### config.mk
export PLATFORM = sky130hd
export DESIGN_NAME = bscan_chain
export DESIGN_NICKNAME = d
export VERILOG_FILES = /design/src/rtl/bscan_chain.sv
export SDC_FILE = /design/constraint.sdc
export NUM_CORES = 1
export LEC_CHECK = 0
export BUFFER_PORTS_ARGS = -buffer_cell sky130_fd_sc_hd__buf_4
export CORE_MARGIN = 2
export CORE_UTILIZATION = 55
export DETAILED_ROUTE_END_ITERATION = 8
export GPL_TIMING_DRIVEN = 1
export PLACE_DENSITY = 0.84
export SLEW_MARGIN = 30
export SYNTH_ARGS = -nofsm -noshare
export SYNTH_HDL_FRONTEND = slang
export SYNTH_SLANG_ARGS = --single-unit
### constraint.sdc
create_clock -name tck -period 1.2 [get_ports tck]
set_input_delay 0.24 -clock tck [delete_from_list [all_inputs] [get_ports tck]]
set_output_delay 0.24 -clock tck [all_outputs]
set_load 0.1 [all_outputs]
### src/rtl/bscan_chain.sv
module bscan_chain #(
  parameter int IN_PINS = 12,
  parameter int IO_PINS = 36
) (
  input  logic               tck,
  input  logic               rst_n,
  input  logic               tdi,
  input  logic               cap_en,
  input  logic               shf_en,
  input  logic               upd_en,
  input  logic               test_mode,
  input  logic [IN_PINS-1:0] in_pin,
  output logic [IN_PINS-1:0] core_in,
  input  logic [IO_PINS-1:0] io_pin_rx,
  input  logic [IO_PINS-1:0] io_core_tx,
  output logic [IO_PINS-1:0] io_core_rx,
  output logic [IO_PINS-1:0] io_pin_drv,
  output logic               tdo,
  output logic               tdo_en
);
  localparam int N = IN_PINS + 2 * IO_PINS;

  logic [N-1:0] sr, sh, cap_vec;
  logic [IO_PINS-1:0] sh_rx, sh_tx;

  assign cap_vec[IN_PINS-1:0] = in_pin;

  for (genvar k = 0; k < IO_PINS; k++) begin : g_io
    assign cap_vec[IN_PINS+2*k]   = io_pin_rx[k];
    assign cap_vec[IN_PINS+2*k+1] = io_core_tx[k];
    assign sh_rx[k] = sh[IN_PINS+2*k];
    assign sh_tx[k] = sh[IN_PINS+2*k+1];
  end

  always_ff @(posedge tck or negedge rst_n) begin
    if (!rst_n)      sr <= '0;
    else if (cap_en) sr <= cap_vec;
    else if (shf_en) sr <= {tdi, sr[N-1:1]};
  end

  always_ff @(negedge tck or negedge rst_n) begin
    if (!rst_n) begin
      sh     <= '0;
      tdo    <= 1'b0;
      tdo_en <= 1'b0;
    end else begin
      if (upd_en) sh <= sr;
      tdo    <= sr[0];
      tdo_en <= shf_en;
    end
  end

  assign core_in    = test_mode ? sh[IN_PINS-1:0] : in_pin;
  assign io_core_rx = test_mode ? sh_rx : io_pin_rx;
  assign io_pin_drv = test_mode ? sh_tx : io_core_tx;
endmodule

==> impl_metrics.json, run 1 <==
{
  "outcome": "finished, violations left",
  "violations": "negative setup slack",
  "cp.arrival_ps": 1900,
  "cp_max_fo": 2,
  "ir_drop_uv": 1210,
  "nets": 1169,
  "hp-class": "input port to flip-flop",
  "die_h_um": 129,
  "tightest_slew_ps": 393,
  "critical-path-slowest-cell": "dfrtn_1",
  "wl_per_cell_um": 25.1,
  "ant_nets": 0,
  "wirelength_um": 32600,
  "cts_tree": "built",
  "ctsRootBufferMaster": "clkbuf_16",
  "clock_path_buffers": 2,
  "yosysTopAreaCellShare_pct": 25.1,
  "finalHoldViolCount": 0,
  "globalplace.congestion": 0.869,
  "clk_latency_ps": 440,
  "path_class": "flip-flop to output port",
  "maxCapViolCount": 0,
  "port-buffer-count": 176,
  "grtUsageTotal_pct": 34.9,
  "power_density_nw_per_um2": 1580,
  "grt_pass1_wl_um": 43500,
  "seq_area_frac_synth_pct": 49.5,
  "n_antenna_cell": 0,
  "synth_enable_flop_cells": 0,
  "vias": 7520,
  "start_util_pct": 56.3,
  "syn_avg_cell_area_sq_um": 13.5,
  "synth.distinct_cells": 13,
  "cts_buffers": 17,
  "cts_max_level": 4,
  "synthTopCellsByCount": "mux2_4 (120), dfrtn_1 (86), dfrtp_1 (84), mux2i_1 (84), nand2_1 (84)",
  "grt_pass1_vias": 7890,
  "path_clk_slew_ps": 80,
  "dr_wl_met2_um": 17000,
  "drcViolationCount": 0,
  "maxUsedRoutingLayer": "met4",
  "syn2layout_area_growth_pct": 63.1,
  "synthesis.nets": 727,
  "final_util_pct": 91.8,
  "rsz0062_at_grt": "yes",
  "wl_met1_um": 11600,
  "required_ps": 960,
  "rows": 45,
  "fin_ws_ps": -936,
  "syn_area_sq_um": 8590,
  "fp.coreArea_sq_um": 15300,
  "yosysMostFrequentCell": "mux2_4",
  "max_stage_delay_ps": 400,
  "cp_top_family": "flip-flops",
  "path_cells": "mux2_4 > buf_12",
  "die_w_um": 129,
  "async_flop_share_pct": 100,
  "dieArea_sq_um": 16600,
  "whs_ps": 21.3,
  "slew_viol_final": 0,
  "setup_viol": 174,
  "syn-instance-count": 636,
  "dp_hpwl_um": 15000,
  "netlist_top_cells_area": "dfrtn_1 (25%), dfrtp_1 (24%), mux2_4 (21%), mux2i_1 (9.8%), mux2_2 (6.3%)",
  "vias_per_cell": 5.78,
  "max_slew_margin_pct": 73.8,
  "clock_sinks": 170,
  "worst_clock_skew_ps": 37.3,
  "yosysWarnings": 0,
  "synth_area_leader_cell": "dfrtn_1",
  "crit_buf_inv": 1,
  "cp-end-kind": "output port",
  "gr-total-overflow": 0,
  "synth_flop_cell": "dfrtn_1",
  "power.leakage_nw": 7.26,
  "ys_seq_elements": 170,
  "place_ws_ps": -593,
  "antenna_found_initial": 0,
  "drive_gt1_share_pct": 61.4,
  "first_pass_iters": 5,
  "io_pins": 177,
  "start_kind": "flip-flop",
  "drt-initial-drc-count": 563,
  "grt_max_degree": 56,
  "met3_wirelength_um": 1930
}
-- repair_timing --
action                                  in CTS  in global routing
endpoints found under the setup margin     171                252
resized for setup                          259                  6
hold buffers                                 1                  1
hold endpoints to repair                    84                  1
buffers inserted                            86                 59
-- cells by family after synthesis --
logic type	Yosys count	synth area share [%]
multiplexers	252	37.1
flip-flops	170	49.5
AO/OA/AOI/OAI	84	4.89
AND/OR/NAND/NOR	84	3.67
buffers and inverters	46	4.85
-- placed cells by master (no fill, tap or decap), drive strengths merged --
cell type	instances
clkinvlp	2
inv	9
clkinv	3
nand2	84
mux2	168
clkbuf	18
bufinv	1
o21ai	84
dfrtn	86
dlygate4sd3	1
buf	467
dfrtp	84
mux2i	84
-- stage by stage --
step                instance area, sq um  total power [mW]  instances  setup TNS [ps]
CTS                                13600              21.1       1243         -121950
finish                             14000              22.1       1302          -95410
detailed placement                 11200              13.9       1124          -87750
global route                       14000              22.6       1302          -97260
floorplan                           8860              11.9        636          -58590
global placement                   11200              13.7       1124          -86190
-- sequential cells by signal, indices dropped and copies added (netlist names) --
name / cells
sr: 84
sh: 84
tdo_en: 1
tdo: 1
-- path summary, 6_finish.rpt --
path | start | end | slack, ps | cells after the start
setup / recovery | sh[27] | io_pin_drv[7] | -940 | 2
hold / removal | io_core_tx[30] | sr[73] | 20 | 3
setup reg to reg | sr[14] | sh[14] | -300 | 1
hold reg to reg | sh[36] | sh[36] | 480 | 1
max in group asynchronous | rst_n | sh[60] | 250 | 3
min in group asynchronous | rst_n | sh[46] | 90 | 1
-- area by class of cell --
class | instances | area (sq um)
repair buffers | 469 | 4800
flip-flops and latches | 170 | 4250
multi-input cells | 420 | 4110
fillers | 504 | 1250
clock buffers | 17 | 425
well taps | 211 | 264
clock inverters | 15 | 155
-- power by group --
group / internal (mW) / leakage, nW / switching [mW] / total, mW
Clock: 2.95 / 0.280 / 2.70 / 5.65
Combinational: 4.42 / 4.91 / 4.95 / 9.37
Sequential: 6.50 / 2.07 / 0.603 / 7.11
Total: 13.9 / 7.26 / 8.26 / 22.1
-- per-layer routing --
layer | vias up | track usage (%)
met5 | - | 0
met1 | 3791 | 39.8
met2 | 446 | 62.2
li1 | 3117 | -
met3 | 166 | 6.11
met4 | 0 | 19.3
No activity file was read; power rests on OpenSTA's default activity.
==> run 2, diff against run 1 <==
==> constraint.sdc (replaced) <==
create_clock -name tck -period 1.2 [get_ports tck]
set_input_delay 0.06 -clock tck [delete_from_list [all_inputs] [get_ports tck]]
set_output_delay 0.06 -clock tck [all_outputs]
set_load 0.1 [all_outputs]
==> run 2 against run 1 <==
The flow now stops in global routing. Area after synthesis unchanged. Synthesized cell count unchanged.
==> impl_metrics.json, run 2 <==
{
  "outcome": "stopped before the end",
  "lastStage": "global routing",
  "first-error": "[ERROR GRT-0232] Routing congestion too high. Check the congestion heatmap in the GUI.",
  "clock_path_buffers": 2,
  "grt_max_degree": 81,
  "io_pins": 177,
  "die_h_um": 129,
  "port-buffer-count": 176,
  "dpl-instance-area_sq_um": 11200,
  "synth_enable_flop_cells": 0,
  "globalplace.congestion": 0.845,
  "cts_buffers": 17,
  "gr-total-overflow": 702,
  "yosysWarnings": 0,
  "synth.distinct_cells": 13,
  "syn_area_sq_um": 8590,
  "dp_cells": 1127,
  "grtUsageTotal_pct": 92.3,
  "syn_avg_cell_area_sq_um": 13.5,
  "synth_area_leader_cell": "dfrtn_1",
  "syn-instance-count": 636,
  "antenna_found_initial": 7,
  "yosysTopAreaCellShare_pct": 25.1,
  "ctsRootBufferMaster": "clkbuf_16",
  "start_util_pct": 56.3,
  "async_flop_share_pct": 100,
  "worst_endpoint": "core_in[9]",
  "synthTopCellsByCount": "mux2_4 (120), dfrtn_1 (86), dfrtp_1 (84), mux2i_1 (84), nand2_1 (84)",
  "synthesis.nets": 727,
  "rows": 45,
  "yosysMostFrequentCell": "mux2_4",
  "ys_seq_elements": 170,
  "seq_area_frac_synth_pct": 49.5,
  "cts_max_level": 4,
  "dp_hpwl_um": 14700,
  "endpoint_type": "output port",
  "netlist_top_cells_area": "dfrtn_1 (25%), dfrtp_1 (24%), mux2_4 (21%), mux2i_1 (9.8%), mux2_2 (6.3%)",
  "synth_flop_cell": "dfrtn_1",
  "clock_sinks": 170,
  "die_w_um": 129
}
## run 2: cell counts after synthesis
No cell type changed its count.
## run 2: per-layer routing
layer	global-route usage, %	GRT overflow
met5	32.4	1
met4	108	229
met3	73.7	2
met2	112	467
met1	86.4	3
## run 2: kinds of logic after synthesis
family | Yosys count | share of synthesized area, %
DFF | 170 | 49.5
muxes | 252 | 37.1
buffers and inverters | 46 | 4.85
and+or+nand+nor | 84 | 3.67
AOI/OAI and AO/OA | 84 | 4.89
## run 2: per-stage QoR
| step | hold slack, ps | util [%] | worst slack (ps) | TNS, ps |
|---|---|---|---|---|
| 2_1_floorplan | -236 | - | -409 | -31320 |
| 3_3_place_gp | -87.9 | 73.7 | -387 | -54810 |
| 3_5_place_dp | -90.5 | 73.7 | -398 | -55880 |
| 4_1_cts | 31.1 | 94.4 | -720 | -75880 |
## run 2: repair_timing
item,4_1_cts
hold buffers,87
hold endpoints to repair,172
endpoints found under the setup margin,171
pin swaps,0
buffers inserted,80
resized for setup,259
==> run 3, diff against run 2 <==
--- a/config.mk
+++ b/config.mk
@@ -7,10 +7,10 @@
 export LEC_CHECK = 0
 export BUFFER_PORTS_ARGS = -buffer_cell sky130_fd_sc_hd__buf_4
 export CORE_MARGIN = 2
-export CORE_UTILIZATION = 55
+export CORE_UTILIZATION = 40
 export DETAILED_ROUTE_END_ITERATION = 8
 export GPL_TIMING_DRIVEN = 1
-export PLACE_DENSITY = 0.84
+export PLACE_DENSITY_LB_ADDON = 0.15
 export SLEW_MARGIN = 30
 export SYNTH_ARGS = -nofsm -noshare
 export SYNTH_HDL_FRONTEND = slang
==> run 3 against run 2 <==
The flow now finishes, with violations (negative setup slack).
==> impl_metrics.json, run 3 (synthesized netlist as in run 1, its figures left out) <==
{
  "cp-endpoint": "io_pin_drv[1]",
  "dp_cells": 1176,
  "port-buffer-count": 176,
  "path_cells": "mux2_4 > buf_12",
  "grtUsageTotal_pct": 20.9,
  "crit_buf_inv": 1,
  "wl_per_cell_um": 16.5,
  "timing.rr.end": "sh[42]",
  "fp.coreArea_sq_um": 21000,
  "final_cell_mix": "buf_4 (320), mux2_4 (168), buf_12 (102)",
  "cp-end-kind": "output port",
  "tightest_slew_ps": 311,
  "io_pins": 177,
  "r2r_slack_ps": -250,
  "wirelength_um": 23300,
  "worstSetupPathDepth": 2,
  "final_cells": 1412,
  "maxCapViolCount": 0,
  "nets": 1215,
  "rows": 53,
  "grt_pass1_vias": 7282,
  "first_pass_iters": 4,
  "whs_ps": 208,
  "clk_latency_ps": 430,
  "crit_start": "sh[15]",
  "syn2layout_area_growth_pct": 71.4,
  "hp-class": "input port to async pin",
  "ctsRootBufferMaster": "clkbuf_16",
  "antenna_found_initial": 0,
  "worstRegToRegCells": 1,
  "drive_gt1_share_pct": 55.0,
  "die_w_um": 151,
  "fin_ws_ps": -705,
  "drcViolationCount": 0,
  "max_stage_delay_ps": 370,
  "rsz0062_at_grt": "yes",
  "cp_top_family": "flip-flops",
  "final_util_pct": 70.0,
  "start_util_pct": 40.9,
  "r2r-start": "sr[42]",
  "power_density_nw_per_um2": 1490,
  "drt-initial-drc-count": 187,
  "grt_pass1_wl_um": 37100,
  "tns_ps": -74850,
  "power_mw": 21.9,
  "setup_viol": 171,
  "vias": 6732,
  "violations": "negative setup slack",
  "grt_max_degree": 61,
  "vias_per_cell": 4.77,
  "clock_path_buffers": 2,
  "die_h_um": 151,
  "critical-path-slowest-cell": "dfrtn_1",
  "path_clk_slew_ps": 70,
  "top_regs": "sh x84, sr x84",
  "final_common_cell": "buf_4",
  "clock_sinks": 170,
  "start_kind": "flip-flop",
  "cp.arrival_ps": 1840,
  "power.leakage_nw": 7.46,
  "ant_nets": 0,
  "dp_hpwl_um": 14100,
  "globalplace.congestion": 0.774,
  "slew_viol_final": 0,
  "dieArea_sq_um": 22700,
  "cp_max_fo": 2,
  "path_class": "flip-flop to output port",
  "outcome": "finished, violations left",
  "cts_tree": "built",
  "n_antenna_cell": 0,
  "n_fill_cell": 1401,
  "worst_clock_skew_ps": 33.8,
  "finalHoldViolCount": 0,
  "cts_max_level": 4,
  "cts_buffers": 17,
  "required_ps": 1140,
  "ir_drop_uv": 898,
  "gr-total-overflow": 0,
  "max_slew_margin_pct": 79.3
}
==> run 3: repair_timing <==
| action | 4_1_cts | 5_1_grt |
|---|---|---|
| setup buffers | 57 | 57 |
| hold buffers | 90 | 0 |
| cloned | 0 | 0 |
| gates resized for setup | 259 | 1 |
| hold endpoints to repair | 168 | 0 |
| setup endpoints to repair | 171 | 172 |
==> run 3: worst min-delay path by stage <==
| stage | startpoint | endpoint | slack, ps | cells past startpoint |
|---|---|---|---|---|
| detailed placement | rst_n | sr[40] | 80 | 2 |
| global route | rst_n | sr[41] | 210 | 3 |
| CTS | rst_n | sr[40] | 200 | 3 |
| finish | rst_n | sr[41] | 210 | 3 |
| global placement | rst_n | sr[43] | 70 | 2 |
| floorplan | rst_n | sr[0] | -240 | 0 |
==> run 3: where the power goes <==
part	internal [mW]	leakage, nW	total [mW]	switching [mW]
Combinational	4.39	5.07	8.91	4.52
Sequential	6.50	2.07	6.97	0.465
Clock	3.60	0.318	6.04	2.44
Total	14.5	7.46	21.9	7.43
==> run 3: area by class of cell <==
| cell class | count | area, sq um | share of cell area, % |
|---|---|---|---|
| tap | 275 | 344 | 2.34 |
| clock buffer | 18 | 439 | 2.98 |
| sequential | 170 | 4250 | 28.9 |
| multi-input combinational | 420 | 4100 | 27.8 |
| timing repair buffer | 515 | 5380 | 36.5 |
| clock inverter | 14 | 206 | 1.40 |
==> run 3: per-layer routing <==
| metal | global-route usage [%] | part of all wire (%) |
|---|---|---|
| met5 | 0 | 0 |
| met4 | 5.47 | 1.1 |
| met3 | 3.45 | 3.8 |
| met2 | 35.3 | 51 |
| met1 | 27.8 | 44 |
==> run 3: tightest hold or removal path, delay by kind of cell <==
kind     cells  cell delay [ps]
buf+inv      3              930
==> run 3: through the flow <==
stage | setup slack [ps] | instance area (sq um)
4_1_cts | -705 | 14300
5_1_grt | -735 | 14700
3_5_place_dp | -396 | 11200
6_report | -705 | 14700
2_1_floorplan | -409 | 8830
3_3_place_gp | -382 | 11200
==> run 4, diff against run 3 <==
--- a/config.mk
+++ b/config.mk
@@ -11,6 +11,7 @@
 export DETAILED_ROUTE_END_ITERATION = 8
 export GPL_TIMING_DRIVEN = 1
 export PLACE_DENSITY_LB_ADDON = 0.15
+export SETUP_SLACK_MARGIN = 0.1
 export SLEW_MARGIN = 30
 export SYNTH_ARGS = -nofsm -noshare
 export SYNTH_HDL_FRONTEND = slang
==> run 4 against run 3 <==
Die area stayed put. Flip-flop and latch count unchanged. Critical path type unchanged. Power grew 0.41%. Global-route usage barely moved. Combinational power increased by 0.6%. Via count up 0.31%. Critical path depth is the same. Critical endpoint is now io_core_rx[0]. Utilization is 0.29 points higher. Sequential power about the same. Cell count hardly changed. First-iteration DRC count rose by 20%. The run still ends with negative setup slack left. Clock skew barely moved.
==> impl_metrics.json, run 4 (synthesized netlist as in run 1, its figures left out) <==
{
  "path_class": "flip-flop to output port",
  "clock_path_buffers": 2,
  "cts_max_level": 4,
  "final_util_pct": 70.3,
  "dieArea_sq_um": 22700,
  "n_antenna_cell": 0,
  "finalHoldViolCount": 0,
  "grtUsageTotal_pct": 20.9,
  "cts_buffers": 17,
  "top_regs": "sh x84, sr x84",
  "max_slew_margin_pct": 81.8,
  "slew_viol_final": 0,
  "rows": 53,
  "hp-class": "input port to flip-flop",
  "first_pass_iters": 4,
  "die_w_um": 151,
  "dp_hpwl_um": 14100,
  "start_kind": "flip-flop",
  "port-buffer-count": 176,
  "dpl-instance-area_sq_um": 11200,
  "clock_sinks": 170,
  "clk_latency_ps": 430,
  "tns_ps": -75290,
  "grt_pass1_wl_um": 37200,
  "cp-end-kind": "output port",
  "power_mw": 22.0,
  "outcome": "finished, violations left",
  "wl_per_cell_um": 16.7,
  "ir_drop_uv": 905,
  "gr-total-overflow": 0,
  "fin_ws_ps": -712,
  "grt_pass1_vias": 7296,
  "io_pins": 177,
  "cts_tree": "built",
  "drive_gt1_share_pct": 55.2,
  "cp_max_fo": 2,
  "whs_ps": 161,
  "setup_viol": 171,
  "final_common_cell": "buf_4",
  "globalplace.congestion": 0.774,
  "start_util_pct": 40.9,
  "rsz0062_at_grt": "yes",
  "drcViolationCount": 0,
  "required_ps": 1140,
  "wirelength_um": 23600,
  "power.leakage_nw": 7.49,
  "nets": 1216,
  "vias_per_cell": 4.78,
  "die_h_um": 151,
  "final_area_sq_um": 14800,
  "cp.arrival_ps": 1850,
  "ctsRootBufferMaster": "clkbuf_16",
  "antenna_found_initial": 0,
  "final_cell_mix": "buf_4 (310), mux2_4 (168), buf_12 (102)",
  "worst_clock_skew_ps": 33.4,
  "grt_max_degree": 61,
  "ant_nets": 0,
  "power_density_nw_per_um2": 1490,
  "violations": "negative setup slack",
  "drt-initial-drc-count": 224,
  "tightest_slew_ps": 272,
  "vias": 6753,
  "place_ws_ps": -396,
  "path_clk_slew_ps": 70,
  "maxCapViolCount": 0,
  "fp.coreArea_sq_um": 21000,
  "syn2layout_area_growth_pct": 72.1,
  "dp_cells": 1176,
  "final_cells": 1413
}
==> run 4: cell types whose count changed in the layout (fill, tap and decap cells not counted) <==
cell / delta
dlygate4sd3_1: -2
buf_4: -10
dlymetal6s4s_1: +2
mux2i_1: -2
mux2i_2: +2
o21ai_0: -1
o21ai_1: +1
buf_6: +11
==> run 4: path summary, 6_finish.rpt <==
check                                end    from  depth (start not counted)  slack (ps)
setup / recovery           io_core_rx[0]  sh[12]                          2        -710
hold / removal                    sr[48]  cap_en                          3         160
setup reg to reg                  sh[42]  sr[42]                          1        -250
min in group asynchronous         sr[41]   rst_n                          3         210
hold reg to reg                   sh[35]  sh[35]                          1         480
max in group asynchronous         sh[10]   rst_n                          3         180
==> run 4: layout make-up <==
cell class | count | area [sq um]
Tap cell | 275 | 344
Timing Repair Buffer | 516 | 5430
Sequential cell | 170 | 4250
Fill cell | 1401 | 6240
Clock buffer | 18 | 439
Clock inverter | 14 | 206
Multi-Input combinational cell | 420 | 4110
==> run 4: layer usage <==
layer	wire length (um)	global-route usage, %
met1	10500	27.8
met2	11900	35.3
met3	797	3.48
met4	331	5.66
met5	0	0
==> run 4: power by group <==
group	switching, mW	leakage (nW)	internal, mW
clock	2.48	0.318	3.60
sequential	0.467	2.07	6.50
combinational	4.54	5.10	4.42
==> run 4: worst max-delay path, stage by stage, from the launching register on <==
cell and delay (ps):
dfrtn_1 380, mux2_4 300, buf_12 170
==> run 4: repair_timing <==
| item | 4_1_cts | 5_1_grt |
|---|---|---|
| resized for setup | 259 | 17 |
| hold buffers | 90 | 0 |
| buffers inserted | 57 | 58 |
| endpoints found under the setup margin | 171 | 184 |
| pin swaps | 0 | 20 |
| endpoints found under the hold margin | 168 | 0 |
